## src/rtl/pag_pkg.sv

```systemverilog
package pag_pkg;

   typedef enum logic [1:0] {
      ACC_READ  = 2'd0,
      ACC_WRITE = 2'd1,
      ACC_FETCH = 2'd2,
      ACC_SPARE = 2'd3
   } acc_kind_e;

   typedef struct packed {
      logic present;
      logic writable;
      logic user_ok;
   } page_attr_t;

   typedef struct packed {
      logic allow;
      logic is_write;
      logic is_user;
      logic present;
   } verdict_t;

   localparam int unsigned CODE_BIT_PROT  = 0;
   localparam int unsigned CODE_BIT_WRITE = 1;
   localparam int unsigned CODE_BIT_USER  = 2;

endpackage

```

## src/rtl/pag_rule_eval.sv

```systemverilog
module pag_rule_eval
   import pag_pkg::*;
#(
   parameter int unsigned PRIV_W     = 2,
   parameter int unsigned USER_LEVEL = 3,
   parameter bit          WP_SUPER   = 1'b0
) (
   input  page_attr_t         attr,
   input  acc_kind_e          kind,
   input  logic [PRIV_W-1:0]  priv,
   output verdict_t           verdict
);

   localparam logic [PRIV_W-1:0] USER_CODE = PRIV_W'(USER_LEVEL);

   logic is_user;
   logic is_write;
   logic user_block;
   logic write_block;

   assign is_user  = (priv == USER_CODE);
   assign is_write = (kind == ACC_WRITE);

   assign user_block = is_user && !attr.user_ok;

   generate
      if (WP_SUPER) begin : g_wp_all
         assign write_block = is_write && !attr.writable;
      end else begin : g_wp_user
         assign write_block = is_write && !attr.writable && is_user;
      end
   endgenerate

   always_comb begin
      verdict          = '0;
      verdict.is_write = is_write;
      verdict.is_user  = is_user;
      verdict.present  = attr.present;
      verdict.allow    = attr.present && !user_block && !write_block;
   end

endmodule

```

## src/rtl/pag_code_build.sv

```systemverilog
module pag_code_build
   import pag_pkg::*;
#(
   parameter int unsigned CODE_W = 32
) (
   input  verdict_t            verdict,
   output logic [CODE_W-1:0]   code
);

   always_comb begin
      code                 = '0;
      code[CODE_BIT_PROT]  = verdict.present;
      code[CODE_BIT_WRITE] = verdict.is_write;
      code[CODE_BIT_USER]  = verdict.is_user;
   end

endmodule

```

## src/rtl/pag_resp_reg.sv

```systemverilog
module pag_resp_reg
   import pag_pkg::*;
#(
   parameter int unsigned ADDR_W = 32,
   parameter int unsigned CODE_W = 32,
   parameter int unsigned VEC_W  = 8,
   parameter int unsigned VECTOR = 14
) (
   input  logic               clk,
   input  logic               rst_n,
   input  logic               strobe,
   input  logic               allow,
   input  logic [CODE_W-1:0]  code_in,
   input  logic [ADDR_W-1:0]  addr_in,
   output logic               grant,
   output logic               fault,
   output logic [VEC_W-1:0]   vector,
   output logic [CODE_W-1:0]  code_q,
   output logic [ADDR_W-1:0]  addr_q
);

   localparam logic [VEC_W-1:0] VEC_CONST = VEC_W'(VECTOR);

   logic take_fault;
   assign take_fault = strobe && !allow;

   always_ff @(posedge clk) begin
      if (!rst_n) begin
         grant  <= 1'b0;
         fault  <= 1'b0;
         vector <= '0;
      end else begin
         grant  <= strobe && allow;
         fault  <= take_fault;
         vector <= take_fault ? VEC_CONST : '0;
      end
   end

   always_ff @(posedge clk) begin
      if (!rst_n) begin
         code_q <= '0;
         addr_q <= '0;
      end else if (take_fault) begin
         code_q <= code_in;
         addr_q <= addr_in;
      end
   end

endmodule

```

## src/rtl/pag_access_guard.sv

```systemverilog
module pag_access_guard
   import pag_pkg::*;
#(
   parameter int unsigned ADDR_W     = 32,
   parameter int unsigned CODE_W     = 32,
   parameter int unsigned PRIV_W     = 2,
   parameter int unsigned USER_LEVEL = 3,
   parameter int unsigned VEC_W      = 8,
   parameter int unsigned VECTOR     = 14,
   parameter bit          WP_SUPER   = 1'b0
) (
   input  logic               clk,
   input  logic               rst_n,
   input  logic               req_valid,
   input  logic               pg_present,
   input  logic               pg_writable,
   input  logic               pg_user,
   input  logic [1:0]         acc_kind,
   input  logic [PRIV_W-1:0]  cur_priv,
   input  logic [ADDR_W-1:0]  vaddr,
   output logic               grant,
   output logic               fault,
   output logic [VEC_W-1:0]   fault_vector,
   output logic [CODE_W-1:0]  fault_code,
   output logic [ADDR_W-1:0]  fault_addr
);

   localparam int unsigned PRIV_LEVELS = 1 << PRIV_W;
   localparam int unsigned VEC_LIMIT   = 1 << VEC_W;

   generate
      if (CODE_W < 3) begin : g_bad_code
         $error("CODE_W must hold three flag bits");
      end
      if (USER_LEVEL >= PRIV_LEVELS) begin : g_bad_user
         $error("USER_LEVEL exceeds the privilege field");
      end
      if (VECTOR >= VEC_LIMIT) begin : g_bad_vec
         $error("VECTOR does not fit VEC_W");
      end
      if (ADDR_W < 12) begin : g_bad_addr
         $error("ADDR_W too small for a paged address");
      end
   endgenerate

   page_attr_t          attr;
   verdict_t            verdict;
   logic [CODE_W-1:0]   code_now;

   assign attr.present  = pg_present;
   assign attr.writable = pg_writable;
   assign attr.user_ok  = pg_user;

   pag_rule_eval #(
      .PRIV_W     (PRIV_W),
      .USER_LEVEL (USER_LEVEL),
      .WP_SUPER   (WP_SUPER)
   ) u_rules (
      .attr    (attr),
      .kind    (acc_kind_e'(acc_kind)),
      .priv    (cur_priv),
      .verdict (verdict)
   );

   pag_code_build #(
      .CODE_W (CODE_W)
   ) u_code (
      .verdict (verdict),
      .code    (code_now)
   );

   pag_resp_reg #(
      .ADDR_W (ADDR_W),
      .CODE_W (CODE_W),
      .VEC_W  (VEC_W),
      .VECTOR (VECTOR)
   ) u_resp (
      .clk     (clk),
      .rst_n   (rst_n),
      .strobe  (req_valid),
      .allow   (verdict.allow),
      .code_in (code_now),
      .addr_in (vaddr),
      .grant   (grant),
      .fault   (fault),
      .vector  (fault_vector),
      .code_q  (fault_code),
      .addr_q  (fault_addr)
   );

endmodule

```

## config.mk

```make
export PLATFORM = sky130hd
export DESIGN_NAME = pag_access_guard
export DESIGN_NICKNAME = d
export VERILOG_FILES = /design/src/rtl/pag_pkg.sv /design/src/rtl/pag_rule_eval.sv /design/src/rtl/pag_code_build.sv /design/src/rtl/pag_resp_reg.sv /design/src/rtl/pag_access_guard.sv
export SDC_FILE = /design/constraint.sdc
export NUM_CORES = 1
export LEC_CHECK = 0
export ABC_AREA = 1
export BUFFER_PORTS_ARGS = -buffer_cell sky130_fd_sc_hd__buf_4
export CORE_MARGIN = 8
export CORE_UTILIZATION = 55
export CTS_CLUSTER_DIAMETER = 40
export DETAILED_ROUTE_END_ITERATION = 10
export HOLD_SLACK_MARGIN = 0.05
export PLACE_DENSITY_LB_ADDON = 0.15
export SYNTH_ARGS = -nofsm -noshare
export SYNTH_HDL_FRONTEND = slang
export SYNTH_HIERARCHICAL = 1
export SYNTH_SLANG_ARGS = --single-unit
export TNS_END_PERCENT = 100
```

## constraint.sdc

```tcl
create_clock -name clk -period 3.3 [get_ports clk]
set_clock_uncertainty 0.1 [all_clocks]
set_input_delay 0.165 -clock clk [delete_from_list [all_inputs] [get_ports clk]]
set_output_delay 0.165 -clock clk [all_outputs]
set_load 0.02 [all_outputs]
```

======== After elaboration in Yosys (flattened, before gate mapping) ========
Cells that the tools add are included.
storage, ports and cells
  register bits after elaboration ......... 45
  output and inout bits ................... 74
  logic and storage cells ................. 20
operators by class
  eq/ne operators ......................... 2
  mux-type cells .......................... 1
  reduce and logical (&&, ||, !) cells .... 12
operators with widths
  kind                count
  $logic_and 1x1->1   7
  $logic_not 1->1     5
  $mux 4              1
  $eq 2x1->1 const B  1
  $eq 2x2->1 const B  1

======== Depth between registers and ports, before layout ========
  depth after elaboration ................. 8
  mapped depth ............................ 10

======== Cells and area by module ========
The synthesis kept the hierarchy.
by module, submodules not included
  module          instances  cells each  area an instance (um^2)  seq. area each (um^2)
  pag_resp_reg    1          428         3,136.8                  1,321.3
  pag_code_build  1          33          244.0                    0.0
  pag_rule_eval   1          15          77.6                     0.0

======== Worst setup path after synthesis ========
Ideal clock, no wire load.
  path kind ............................... input port to flip-flop
  start point ............................. input pg_user
  end point ............................... register, netlist name u_resp/code_q[15]
  library setup time ...................... 0.062 ns
  arrival time ............................ 1.069 ns
  required time ........................... 3.138 ns
  path slack .............................. 2.068 ns
  stages on the path ...................... 10
  cells stage by stage .................... inv_1 > nand3_1 > nand2_1 > nor2_1 > inv_2 > buf_6 > buf_6 > nand3_2 > nand2_1 > nor2_2
RTL lines
  what             RTL line                source
  start, declared  pag_access_guard.sv:17  input logic pg_user,

==> flow_summary.yaml <==
clock_tree:
  root_buffer: "clkbuf_8"
  cts_tree: "built"
  htree_levels: 3
  numCtsBuffers: 9
  ctsResizeCount: 0
  clock_latency_ns: 0.32
  cts_max_path_buffers: 2
  path_clk_slew_ns: 0.06
  cts.sinks: 66
  postCtsSetupRepairBufs: 0
synth:
  syn_area_mm2: 0.003458
  ys_top_cells_by_area: "dfxtp_1 38%, nand3_2 14%, nor2_1 14%"
  yosysWarnings: 6
  synth_area_leader_cell: "dfxtp_1"
  synthCells: 476
  ys_seq_elements: 66
  synth-seq-area-share: 0.3821
  synth_cell_type_count: 16
  avgSynthCellArea_um2: 7.265
  synth_top_area_share: 0.3821
critical_path:
  endpoint_kind: "flop"
  cp_data_arrival_time_ns: 2.13
  crit_path_top_delay_cell: "dlygate4sd3_1"
  ff2ff_path_depth: 2
  critical_path.cell_chain: "dlygate4sd3_1, buf_4, nand2_1, nor2_1, inv_2, buf_12, nand3_2, nand2_1, nor2_1"
  critPathBufInv: 4
  critPathKind: "primary input to flop"
  reg2reg_to: "u_resp/addr_q[16]$_SDFFE_PN0P_"
  cpPeakStageDelay_ns: 0.54
  path_depth: 9
  start_kind: "primary input"
  cpLargestDelayFamily: "buffers and inverters"
  cp_max_fo: 34
  timing.rr.start: "u_resp/addr_q[16]$_SDFFE_PN0P_"
  r2r_setup_slack_ns: 2.57
  cp_data_required_time_ns: 3.41
hold_path:
  hold-path-endpoint: "u_resp/addr_q[25]$_SDFFE_PN0P_"
  min_path_cells: 5
  min-delay-start: "vaddr[25]"
  min_path_type: "primary input to flop"
drt:
  first_iter_violations: 90
  antenna_left: 0
  vias_per_cell: 4.419
  route.detailed.drc: 0
  routedWlPerCell_um: 12.05
  vias: 2974
  first_pass_iters: 5
  wirelength_um: 8113
cells_and_area:
  post_route_cells_drive_above_1_share: 0.3104
  final-seq-area_mm2: 0.001321
  area_delta_synth_final_pct: 30.50
  antenna_cells: 0
  multiInputGateArea_mm2: 0.001479
  fill_cells: 545
  final_nets: 633
floorplanning:
  placementRows: 29
  io-pin-count: 116
  die_h_um: 95.30
  core_area_mm2: 0.006205
  die_x_um: 95.30
  die_area_mm2: 0.009081
  start_util: 0.5574
global_routing:
  track_usage: 0.1761
  grt_pass1_vias: 2811
  antenna_found_initial: 0
  grt_use_met2: 0.3211
  met1_usage: 0.1907
  gr-max-usage-layer: "met2"
  grt_pass1_wl_um: 12740
  grt_util_met3: 0.04016
  grt-ovfl-total: 0
  grt_max_degree: 66
sta:
  fmax_ghz: 0.4961
  setup_ws_ns: 1.284
  fin_crit_sh: 0.6108
  fin_tns_setup_ns: 0
  min_period_ns: 2.016
  slew_violations: 0
  tightest_slew_ns: 0.9709
  rsz0062_at_grt: "no"
  hold_viol: 0
  setup_viol: 0
  relSlewSlack: 0.3527
pwr:
  peakVddDrop_mv: 0.2749
  p_per_area_mw_per_mm2: 446.9
  p_leak_nw: 2.299
placed_design:
  dp_slack_ns: 1.366
  numPortBuffers: 110
  dp_hpwl_um: 5143
  gp_congestion: 0.7528
status:
  status: "complete, no violations"
run:
  drv_cap: 0
## sequential cells by signal (all words and copies together) (netlist names)
signal / flops
u_resp/grant: 1
u_resp/vector: 1
u_resp/addr_q: 32
u_resp/code_q: 32
## routing by layer
metal | routed length, um | up-vias
met3 | 619 | 13
met5 | 0 | -
met4 | 120 | 0
met2 | 4253 | 80
li1 | - | 1556
met1 | 3120 | 1325
## how the worst max path moves through the flow
| stage | from | slack, ns | end |
|---|---|---|---|
| final | pg_present | 1.28 | u_resp/addr_q[29]$_SDFFE_PN0P_ |
| after global routing | pg_present | 1.14 | u_resp/addr_q[20]$_SDFFE_PN0P_ |
| after CTS | pg_present | 1.28 | u_resp/code_q[31]$_SDFFE_PN0P_ |
| after detailed placement | acc_kind[1] | 1.37 | u_resp/code_q[31]$_SDFFE_PN0P_ |
| after global placement | acc_kind[1] | 1.41 | u_resp/code_q[28]$_SDFFE_PN0P_ |
| after floorplan | pg_user | 2.07 | u_resp/code_q[15]$_SDFFE_PN0P_ |
## power by group
group	switching [mW]	internal, mW
registers	0.0330	0.857
clock network	0.295	0.367
logic	0.267	0.199
total	0.594	1.42
## cell type report
cell class,instances,share of cell area
tap,77,0.02135
clock inverter,5,0.01192
inverter,72,0.05988
sequential,66,0.2928
clock buffer,11,0.03133
timing repair buffer,142,0.2551
multi-input combinational,300,0.3277
## through the flow
stage	total power, mW	utilization	cells	hold slack, ns	area [um2]
6_report	2.017	0.7274	673	0.06964	4513
4_1_cts	2.039	0.7258	672	0.05046	4503
5_1_grt	2.131	0.7274	673	0.06181	4513
3_5_place_dp	1.344	0.6491	628	0.3643	4028
3_3_place_gp	1.335	0.6491	628	0.3520	4028
2_1_floorplan	1.223	-	508	0.2256	3578
## synthesized netlist by cell type
cell type and instances:
nor2_1 129, inv_1 68, dfxtp_1 66, nand2_1 66, nand3_2 50, buf_4 49, nand3_1 16, buf_2 13
buf_6 6, inv_2 4, clkbuf_1 2, conb_1 2, nor3_1 2, nand2_4 1, nor2_2 1, nor2_4 1
## cell usage in the layout (no fill, tap or decap)
cell type      instances
conb_1                34
inv_1                 68
inv_2                  4
bufinv_16              1
dfxtp_1               66
nand2_1               66
nand3_1               16
buf_4                112
nor3_1                 2
clkbuf_1               1
nor2_2                 1
nor2_1               129
nand2_4                1
dlygate4sd3_1         29
nand3_2               50
nor2_4                 1
clkinv_4               1
clkbuf_8              10
clkinv_2               3
buf_12                 1
## timing repair
action | CTS | global route
endpoints found under the hold margin | 29 | 1
endpoints found under the setup margin | 0 | 0
hold buffers | 28 | 1
## tightest hold or removal path: stages
cell and delay, ns:
buf_4 0.08, inv_1 0.05, nand3_2 0.05, nand2_1 0.04
nor2_1 0.07
## cell families after synthesis
family | after synthesis | share of synthesized area
buffers and inverters | 142 | 0.2250
flip-flops | 66 | 0.3821
other | 2 | 0.002172
AND/OR/NAND/NOR | 266 | 0.3907
(Power assumes the default switching activity.)
